### config.mk
export PLATFORM = sky130hd
export DESIGN_NAME = bus_ratio_gen
export DESIGN_NICKNAME = d
export VERILOG_FILES = /design/src/rtl/bcr_pkg.sv /design/src/rtl/bcr_cfg_reg.sv /design/src/rtl/bcr_stage_cnt.sv /design/src/rtl/bus_ratio_gen.sv
export SDC_FILE = /design/constraint.sdc
export NUM_CORES = 1
export LEC_CHECK = 0
export BUFFER_PORTS_ARGS = -buffer_cell sky130_fd_sc_hd__buf_2
export CORE_UTILIZATION = 50
export DETAILED_ROUTE_END_ITERATION = 6
export GPL_TIMING_DRIVEN = 1
export HOLD_SLACK_MARGIN = 0.05
export PLACE_DENSITY = 0.79
export RECOVER_POWER = 50
export SETUP_SLACK_MARGIN = 0.02
export SYNTH_ARGS = -nofsm -noshare
export SYNTH_HDL_FRONTEND = slang
export SYNTH_SLANG_ARGS = --single-unit
### constraint.sdc
create_clock -name clk -period 2.8 [get_ports clk]
set_clock_uncertainty 0.05 [all_clocks]
set_input_delay 0.28 -clock clk [delete_from_list [all_inputs] [get_ports clk]]
set_output_delay 0.28 -clock clk [all_outputs]
set_load 0.02 [all_outputs]
### src/rtl/bcr_pkg.sv
package bcr_pkg;
  localparam int ADIV_W   = 5;
  localparam int APRE_W   = 3;
  localparam int HCODE_W  = 2;
  localparam int PCODE_W  = 3;
  localparam int CFG_W    = 16;
  localparam int WORD_W   = 2 * CFG_W;
  localparam int HCNT_W   = 2;   // mid ratio up to 4
  localparam int PCNT_W   = 3;   // low ratio up to 8

  typedef struct packed {
    logic                spare;
    logic                src_sel;
    logic                plain;
    logic [PCODE_W-1:0]  pcode;
    logic [HCODE_W-1:0]  hcode;
    logic [APRE_W-1:0]   apre;
    logic [ADIV_W-1:0]   adiv;
  } cfg_t;

  function automatic logic cfg_illegal(cfg_t c);
    if (c.plain) return (c.hcode == HCODE_W'(2));
    return (c.hcode == HCODE_W'(3)) || (c.pcode > PCODE_W'(3));
  endfunction

  function automatic logic [APRE_W-1:0] pre_limit(cfg_t c);
    return c.plain ? c.apre : '0;
  endfunction

  function automatic logic [HCNT_W-1:0] h_limit(cfg_t c);
    if (c.plain) return HCNT_W'(c.hcode);
    return (HCNT_W'(1) << c.hcode) - HCNT_W'(1);
  endfunction

  function automatic logic [PCNT_W-1:0] p_limit(cfg_t c);
    if (c.plain) return PCNT_W'(c.pcode);
    return (PCNT_W'(1) << c.pcode[1:0]) - PCNT_W'(1);
  endfunction
endpackage

### src/rtl/bcr_cfg_reg.sv
module bcr_cfg_reg
  import bcr_pkg::*;
(
  input  logic              clk,
  input  logic              rst_n,
  input  logic              we,
  input  logic [WORD_W-1:0] wdata,
  output cfg_t              staged,
  output logic              err
);
  logic [CFG_W-1:0] mask;
  logic [CFG_W-1:0] data;
  cfg_t             merged;

  assign mask   = wdata[WORD_W-1:CFG_W];
  assign data   = wdata[CFG_W-1:0];
  assign merged = cfg_t'((CFG_W'(staged) & ~mask) | (data & mask));

  always_ff @(posedge clk or negedge rst_n) begin
    if (!rst_n) begin
      staged <= '0;
      err    <= 1'b0;
    end else if (we) begin
      if (cfg_illegal(merged)) begin
        err <= 1'b1;
      end else begin
        staged <= merged;
        err    <= 1'b0;
      end
    end
  end
endmodule

### src/rtl/bcr_stage_cnt.sv
module bcr_stage_cnt #(
  parameter int W = 3
) (
  input  logic         clk,
  input  logic         rst_n,
  input  logic         step,
  input  logic [W-1:0] lim,
  output logic         wrap
);
  logic [W-1:0] cnt;

  assign wrap = step && (cnt == lim);

  always_ff @(posedge clk or negedge rst_n) begin
    if (!rst_n)    cnt <= '0;
    else if (wrap) cnt <= '0;
    else if (step) cnt <= cnt + W'(1);
  end
endmodule

### src/rtl/bus_ratio_gen.sv
module bus_ratio_gen
  import bcr_pkg::*;
(
  input  logic              clk,
  input  logic              rst_n,
  input  logic              src0_tick,
  input  logic              src1_tick,
  input  logic              cfg_we,
  input  logic [WORD_W-1:0] cfg_wdata,
  output logic [CFG_W-1:0]  cfg_rdata,
  output logic              cfg_err,
  output logic              aclk_en,
  output logic              hclk_en,
  output logic              pclk_en
);
  cfg_t staged;
  cfg_t active;
  logic tick;
  logic pre_wrap, a_pulse, h_wrap, p_wrap, common;

  bcr_cfg_reg u_cfg (
    .clk    (clk),
    .rst_n  (rst_n),
    .we     (cfg_we),
    .wdata  (cfg_wdata),
    .staged (staged),
    .err    (cfg_err)
  );

  assign cfg_rdata = CFG_W'(staged);
  assign tick      = active.src_sel ? src1_tick : src0_tick;

  bcr_stage_cnt #(.W(APRE_W)) u_pre (
    .clk(clk), .rst_n(rst_n), .step(tick), .lim(pre_limit(active)), .wrap(pre_wrap)
  );
  bcr_stage_cnt #(.W(ADIV_W)) u_top (
    .clk(clk), .rst_n(rst_n), .step(pre_wrap), .lim(active.adiv), .wrap(a_pulse)
  );
  bcr_stage_cnt #(.W(HCNT_W)) u_mid (
    .clk(clk), .rst_n(rst_n), .step(a_pulse), .lim(h_limit(active)), .wrap(h_wrap)
  );
  bcr_stage_cnt #(.W(PCNT_W)) u_low (
    .clk(clk), .rst_n(rst_n), .step(a_pulse), .lim(p_limit(active)), .wrap(p_wrap)
  );

  assign common = h_wrap && p_wrap;

  always_ff @(posedge clk or negedge rst_n) begin
    if (!rst_n) begin
      active  <= '0;
      aclk_en <= 1'b0;
      hclk_en <= 1'b0;
      pclk_en <= 1'b0;
    end else begin
      if (common) active <= staged;
      aclk_en <= a_pulse;
      hclk_en <= h_wrap;
      pclk_en <= p_wrap;
    end
  end
endmodule

Word-level counts from Yosys, hierarchy flattened

Index checks and enable logic that the tools add are counted.

Register bits after elaboration: 48
Latch bits: 0
Memory bits (writable): 0
ROM bits: 0
Input port bits: 37
Output and inout bits: 20
Word-level logic and storage cells: 73
Memories: 0

Add/sub/neg operators: 6
$mul: 0
Divide/modulo/power cells: 0
Magnitude comparators: 1
Equality and inequality tests: 6
Shifts and indexed selects: 2
Multiplexer cells: 21
Bitwise operators: 5
Reduce and logical (&&, ||, !) cells: 11

Operators by type and width:

| kind                                                                             | number |
|---|---|
| 16-bit bitwise AND                                                               | 2 |
| 3-bit two-way mux                                                                | 7 |
| 16-bit NOT                                                                       | 1 |
| 16-bit OR                                                                        | 1 |
| 5-bit two-way mux                                                                | 2 |
| 1-bit two-way mux                                                                | 8 |
| 2-bit two-way mux                                                                | 4 |
| 2-bit nonzero test                                                               | 4 |
| 3-bit by 1-bit adder with 3-bit output (second input constant)                   | 2 |
| 3-bit equality test                                                              | 2 |
| 5-bit by 1-bit adder with 5-bit output (second input constant)                   | 1 |
| 5-bit equality test                                                              | 1 |
| 1-bit logical AND                                                                | 5 |
| 2-bit equality test (second input constant)                                      | 2 |
| 3-bit by 2-bit greater-than comparator with 1-bit output (second input constant) | 1 |
| 1-bit by 2-bit left shift with 3-bit output (first input constant)               | 1 |
| 3-bit by 2-bit subtractor with 3-bit output (second input constant)              | 1 |
| 2-bit by 1-bit adder with 2-bit output (second input constant)                   | 1 |
| 2-bit equality test                                                              | 1 |
| 2-bit AND reduction                                                              | 1 |
| 1-bit by 2-bit left shift with 2-bit output (first input constant)               | 1 |
| 2-bit subtractor (second input constant)                                         | 1 |
| 1-bit logical OR                                                                 | 1 |
| 1-bit NOT                                                                        | 1 |

Longest topological paths before layout

Gate-level depths: netlist of run 1.

Depth in word-level cells: 9
Mapped depth: 8
Depth with buffers taken out: 5

By module

From an unflattened synthesis of run 1, not the netlist that was laid out.

Cell total of the unflattened synthesis: 209
Area total of the unflattened synthesis: 2449.8 um^2

By module, submodules not included:

| module                    | instances | cells each | area each (um^2) | sequential area each (um^2) |
|---|---|---|---|---|
| bcr_cfg_reg               | 1         | 75         | 875.8            | 425.4 |
| bus_ratio_gen             | 1         | 47         | 743.2            | 450.4 |
| bcr_stage_cnt (u_low ...) | 2         | 20         | 200.2            | 75.1 |
| bcr_stage_cnt (u_top)     | 1         | 33         | 307.8            | 125.1 |
| bcr_stage_cnt (u_mid)     | 1         | 14         | 122.6            | 50.0 |

Worst setup path after synthesis of run 1

Ideal clock, no wire load.

Kind: reg2reg
Start point: register u_pre.cnt[2]
End point: register active[0] (netlist name)
Arrival time: 2.139 ns
Data required time: 2.625 ns
Setup slack: 0.486 ns
Cell stages (with the launch flop): 8
Period minus slack after synthesis: 2.314 ns
Path through: dfrtp_1 and4bb_1 a22oi_1 a221o_1 buf_6 nor4_4 buf_6 mux2_4

Word-level cells in the longest chain between the ends: 5

RTL lines:

| what                              | line                | RTL |
|---|---|---|
| start: declaration                | bcr_stage_cnt.sv:10 | `logic [W-1:0] cnt;` |
| start signal: assignment          | bcr_stage_cnt.sv:17 | `else if (step) cnt <= cnt + W'(1);` |
| 3-bit equality test *             | bcr_stage_cnt.sv:12 | `assign wrap = step && (cnt == lim);` |
| 1-bit logical AND * (2 in series) | bcr_stage_cnt.sv:12 |  |
| 1-bit logical AND                 | bcr_stage_cnt.sv:12 |  |
| 1-bit logical AND *               | bus_ratio_gen.sv:46 | `assign common = h_wrap && p_wrap;` |
| end signal: assignment            | bus_ratio_gen.sv:55 | `if (common) active <= staged;` |
| end: declaration                  | bus_ratio_gen.sv:17 | `cfg_t active;` |

Mark *: on every way between the ends. The rest lies on a longest branch, timed or not.
A chain may end at the register's enable or synchronous reset.

Worst setup path in the final report of run 1

Start point: register active[13] (netlist name)
End point: register active[7] (netlist name)

Word-level cells in the longest chain between the ends: 6

RTL lines:

| what                            | line                | RTL |
|---|---|---|
| 3-bit two-way mux               | bcr_pkg.sv:27       | `return c.plain ? c.apre : '0;` |
| 3-bit equality test             | bcr_stage_cnt.sv:12 |  |
| 1-bit logical AND (3 in series) | bcr_stage_cnt.sv:12 |  |
| 1-bit logical AND *             | bus_ratio_gen.sv:46 |  |

Marks and branches as above.

==> impl_metrics.toml, run 1 <==
[yosys]
syn_avg_cell_area_um2 = 11.4
yosysTopAreaCell = "dfrtp_1"
ys_seq_area_frac = 0.509
synthTopCellsByCount = "dfrtp_1 (48), nand2_1 (30), mux2_2 (22)"
netlist_area_um2 = 2360
yosys-top-cells-area = "dfrtp_1 (51%), mux2_2 (11%), mux2_4 (5.7%)"
async_reset_ff_frac = 1.00
syn-num-nets = 247
synth-main-ff-cell = "dfrtp_1"
synth_enable_flop_cells = 0
synth_cells = 207
synth.distinct_cells = 40
yosys.area.top_type_share = 0.509
yosys_warnings = 0
synth.most_common_cell = "dfrtp_1"
synth_seq_cells = 48

[routing]
first_pass_iters = 6
routed_via_density = 5.55
drc_errors = 2
postRouteAntennaNets = 0
drt-initial-drc-count = 140
vias = 1759
wl_per_cell_um = 14.5
wirelength_mm = 4.59

[timing]
finalSetupTns_ps = 0
fin_crit_ps = 2370
timing.hold.ws_ps = 126
max_freq_ghz = 0.423
setup_viol = 0
drv_slew = 0
worst_pin_slew_ps = 1140
final.period_utilization = 0.845
hold_violations = 0
slew_headroom = 0.242
rsz0062_at_grt = "false"

[global_route]
antenna_found_initial = 0
grt_pass1_wl_mm = 7.73
grtUsageTotal = 0.202
grt_pass1_vias = 1592
gr-total-overflow = 0
grt_start_max_net_pins = 49

[floorplan]
fp.dieH_um = 70.7
num_rows = 24
core_area_um2 = 4440
pin_count = 57
die_w_um = 70.7
start_util = 0.531
die_area_um2 = 5000

[setup_path]
crit_required_ps = 2940
path_max_fanout = 15
start_kind = "register"
worstPathArrival_ps = 2510
crit_path_end_kind = "register"
path_class = "reg2reg"

[pwr]
seq_power_share = 0.419
power.switching_mw = 0.905
switching_share = 0.350
total_power_mw = 2.58
pwr-share-clk = 0.264
power_leakage_nw = 1.32
power_density_nw_per_um2 = 916
ir_drop_uv = 589
pwr-share-comb = 0.317
p_int_mw = 1.68

[placement]
gp_congestion = 0.864
portBuffers = 56
hpwl_mm = 3.34
dp.cells = 309
dpl_cell_area_um2 = 2670

[clock_tree]
htreeDepth = 2
hold_buffers = 0
cts_buffers = 5
clk_path_buf_depth = 2
clk_latency_ps = 300
cts_root_buf = "clkbuf_8"
path_clk_slew_ps = 90
postCtsSetupBuffers = 0
cts_tree = "built"
post_cts_resized = 0
clkSinkCount = 48

[layout]
regArea_um2 = 1200
final_nets = 304
fin_area_um2 = 2820
area_growth_pct = 19.6
fillers = 355
drive_gt1_frac = 0.343
antenna_cells = 0
multi_input_area_um2 = 1090
stdcell_count = 317

[outcome]
violations = "design-rule violations"
outcome = "finished with violations"

[run]
max-cap-violations = 0

[min_path]
holdCritPathClass = "in2async"
## layer usage
| layer | vias up | GRT usage | part of all wire |
|---|---|---|---|
| met5 | - | 0 | 0 |
| met4 | 0 | 0.0889 | 0.020 |
| met3 | 7 | 0.0456 | 0.037 |
| met2 | 47 | 0.309 | 0.48 |
| met1 | 852 | 0.279 | 0.46 |
| li1 | 853 | - | - |
## power by group through the flow
stage	logic, mW	registers [mW]	clock network [mW]
finish	0.818	1.08	0.683
global route	0.894	1.11	0.727
CTS	0.835	1.08	0.692
detailed placement	0.831	1.09	0
global placement	0.814	1.09	0
floorplan	0.443	1.19	0
## critical path: stages (launching register included)
cell and delay [ps]:
dfrtp_1 560, and3_1 200, a22oi_1 80, a221o_1 420
nor4_4 270, buf_4 300, mux2_2 380
## final cells by class
class	instances	share of cell area
inverter	5	0.00665
clock inverter	3	0.0319
sequential	48	0.426
multi-input combinational	145	0.385
timing repair buffer	59	0.103
tap	52	0.0231
clock buffer	5	0.0244
## path summary, 6_finish.rpt
kind                                             start  slack, ps                      endpoint  cells after the start
worst max-delay path            active[13]$_DFFE_PN0P_        430         active[7]$_DFFE_PN0P_                      6
worst min-delay path                             rst_n        130  u_cfg.staged[12]$_DFFE_PN0P_                      1
worst max register to register  active[13]$_DFFE_PN0P_        430         active[7]$_DFFE_PN0P_                      6
worst min register to register   u_cfg.err$_DFFE_PN0P_        460         u_cfg.err$_DFFE_PN0P_                      2
max in group asynchronous                        rst_n       1880                     async pin                      1
min in group clk                          cfg_wdata[4]        150                      register                      2
## cell usage in the layout, fill, tap and decap left out, types with 2 or more instances in the layout
cell type  count
mux2_2        22
nand4b_1       2
buf_2         45
xor2_1         7
inv_1          5
or2_2          2
mux2i_1        3
clkbuf_1      10
xnor2_1        3
a221oi_1       2
dfrtp_1       48
ha_1           3
a22oi_1        2
mux2_4         9
o211ai_1       3
nand2_1       30
bufinv_16      3
clkbuf_8       5
buf_4          3
nor2_1         9
nor2b_1        2
o21ai_0       18
nand3_1        8
a22o_1         2
## through the flow
stage                     setup slack [ps]  utilization
after detailed placement               436        0.602
after CTS                              416        0.637
after global routing                   280        0.635
final                                  433        0.635
after global placement                 494        0.602
after floorplan                        486            -
## cell families (layout without fill, tap and decap cells)
logic type	after synthesis	in the layout	share of synthesized area
simple gates	60	60	0.124
mux	34	34	0.175
compound gates	38	38	0.108
buf+inv	14	72	0.0302
xor+xnor	10	10	0.0371
flops	48	48	0.509
fa+ha+maj	3	3	0.0159
Power figures use the tool's default switching activity.
==> run 2, diff against run 1 <==
- ABC_AREA: not set -> 1
- CORE_UTILIZATION: 50 -> 48
- clock period: 2.8 -> 2.05 ns (I/O delays scaled with it)
==> run 2 against run 1 <==
Compared with the run above:
- the flow now finishes without violations
- fmax rose by 30%
- first-iteration DRC count fell by 52%
- worst hold slack got worse by 57 ps
- synthesized cell count rose by 51%
- final area rose by 3.8%
- clock power fell by 14%
- synthesized area rose by 5.0%
- critical endpoint is now active[13]$_DFFE_PN0P_
==> impl_metrics.toml, run 2 <==
[clock_tree]
cts_buffers = 5
clkSinkCount = 48
cts_root_buf = "clkbuf_8"
cts_tree = "built"
path_clk_slew_ps = 90
postCtsSetupBuffers = 0
clk_latency_ps = 300
clk_path_buf_depth = 2
htreeDepth = 2

[pwr]
total_power_mw = 3.93
power_leakage_nw = 1.62
ir_drop_uv = 820
power_density_nw_per_um2 = 1340

[timing]
max_freq_ghz = 0.550
finalSetupTns_ps = 0
slew_headroom = 0.232
worst_pin_slew_ps = 1150
fin_crit_ps = 1820
timing.hold.ws_ps = 68.7
drv_slew = 0
setup_viol = 0
rsz0062_at_grt = "false"
final.period_utilization = 0.888
hold_violations = 0

[layout]
final_common_cell = "nand2_1"
area_growth_pct = 18.2
antenna_cells = 0
drive_gt1_frac = 0.193
fillers = 436
final_cell_mix = "nand2_1 (126), dfrtp_1 (48), buf_2 (46)"
final_nets = 412
fin_area_um2 = 2930

[setup_path]
worstRegToRegCells = 9
reg2reg_to = "active[13]$_DFFE_PN0P_"
worstPathArrival_ps = 1960
crit_required_ps = 2190
path_class = "reg2reg"
path_max_fanout = 18
crit_start = "u_top.cnt[3]$_DFFE_PN0P_"
regToRegSetupSlack_ps = 230
start_kind = "register"
rr_startpoint = "u_top.cnt[3]$_DFFE_PN0P_"
crit_path_end_kind = "register"

[floorplan]
fp.dieH_um = 73.8
core_area_um2 = 4850
start_util = 0.511
pin_count = 57
die_area_um2 = 5450
die_w_um = 73.8
num_rows = 25

[yosys]
synth-compound-area-share = 0.0232
synth.distinct_cells = 24
yosys.area.top_type_share = 0.485
synth_xor_area_frac = 0.0318
yosys-top-cells-area = "dfrtp_1 (49%), nand2_1 (19%), nand4_1 (6.8%)"
ys_seq_area_frac = 0.485
synthTopCellsByCount = "nand2_1 (126), dfrtp_1 (48), nand3_1 (28)"
synth_enable_flop_cells = 0
synth.most_common_cell = "nand2_1"
syn-num-nets = 352
synth_cells = 312
yosys.area_share.simple = 0.375
synth-main-ff-cell = "dfrtp_1"
synth.area.mux_share = 0
synth_top_family_by_area = "simple AND/OR/NAND/NOR gates"
syn_avg_cell_area_um2 = 7.94
async_reset_ff_frac = 1.00
synth_seq_cells = 48
netlist_area_um2 = 2480
synth_fa_ha_area_frac = 0.0152
yosysTopAreaCell = "dfrtp_1"
yosys_warnings = 0

[routing]
wirelength_mm = 5.04
postRouteAntennaNets = 0
first_pass_iters = 6
drt-initial-drc-count = 67
vias = 2163
drc_errors = 0
wl_per_cell_um = 11.4
routed_via_density = 4.92

[global_route]
grtUsageTotal = 0.208
grt_pass1_vias = 1957
antenna_found_initial = 0
grt_start_max_net_pins = 49
gr-total-overflow = 0
grt_pass1_wl_mm = 8.63

[outcome]
outcome = "complete, no violations"

[placement]
gp_congestion = 0.762
portBuffers = 56
dpl_cell_area_um2 = 2840
hpwl_mm = 3.76

[run]
max-cap-violations = 0

[min_path]
holdCritPathClass = "in2reg"
hold-path-cell-count = 3
worstHoldStart = "cfg_wdata[15]"
[run 2: changes by cell type after synthesis, sizes merged, moves of 5 or more]
cell | previous run | this run
buf | 5 | 10
o21ai | 18 | 10
nor2 | 9 | 17
mux2 | 31 | 0
nand3 | 8 | 30
inv | 5 | 28
nand2 | 30 | 127
nand4 | 0 | 27
[run 2: per-layer routing]
metal | global-route usage | routed length, um | up-vias
li1 | - | - | 1127
met1 | 0.265 | 2320 | 983
met2 | 0.352 | 2500 | 49
met3 | 0.0398 | 166 | 4
met4 | 0.0726 | 49 | 0
met5 | 0 | 0 | -
[run 2: worst max path at each step]
stage / end / slack (ps) / cells past startpoint
finish: active[13]$_DFFE_PN0P_ / 230 / 9
global route: active[13]$_DFFE_PN0P_ / 60 / 9
CTS: active[13]$_DFFE_PN0P_ / 230 / 9
detailed placement: active[11]$_DFFE_PN0P_ / 270 / 9
global placement: active[7]$_DFFE_PN0P_ / 330 / 9
floorplan: active[11]$_DFFE_PN0P_ / 530 / 10
[run 2: cell type report]
cell class | count | area (um^2) | share of cell area
Sequential cell | 48 | 1200 | 0.410
Multi-Input combinational cell | 225 | 1100 | 0.377
Timing Repair Buffer | 64 | 340 | 0.116
Inverter | 28 | 105 | 0.0359
Clock buffer | 7 | 86.3 | 0.0295
Tap cell | 67 | 83.8 | 0.0286
Clock inverter | 1 | 7.51 | 0.00257
[run 2: timing repair]
action | in CTS | in global routing
resized for setup | 0 | 0
setup endpoints to repair | 0 | 0
hold buffers | 1 | 0
hold endpoints to repair | 48 | 0
[run 2: kinds of logic (layout without fill, tap and decap cells)]
kind of cell | after synthesis | count (layout)
flops | 48 | 48
simple gates | 202 | 202
buf+inv | 39 | 100
compound gates | 11 | 11
xor+xnor | 9 | 9
fa+ha+maj | 3 | 3
[run 2: critical path: stages, from the launching register on]
cell and delay (ps):
dfrtp_1 480, inv_2 50, nand2_1 70, nand2_1 50
nor2_1 120, nand3_2 180, nor2_8 300, nand3_4 230
nand2_1 120, nand2_1 60
[run 2: through the flow]
step | utilization | cells | setup slack (ps)
after floorplan | - | 312 | 533
after global placement | 0.585 | 431 | 333
after detailed placement | 0.585 | 431 | 271
after CTS | 0.607 | 440 | 227
after global routing | 0.604 | 440 | 59.8
final | 0.604 | 440 | 230
[run 2: report_power, final]
group | internal, mW | switching (mW) | total [mW]
registers | 1.28 | 0.330 | 1.61
clock network | 0.275 | 0.315 | 0.589
logic | 0.593 | 1.14 | 1.73
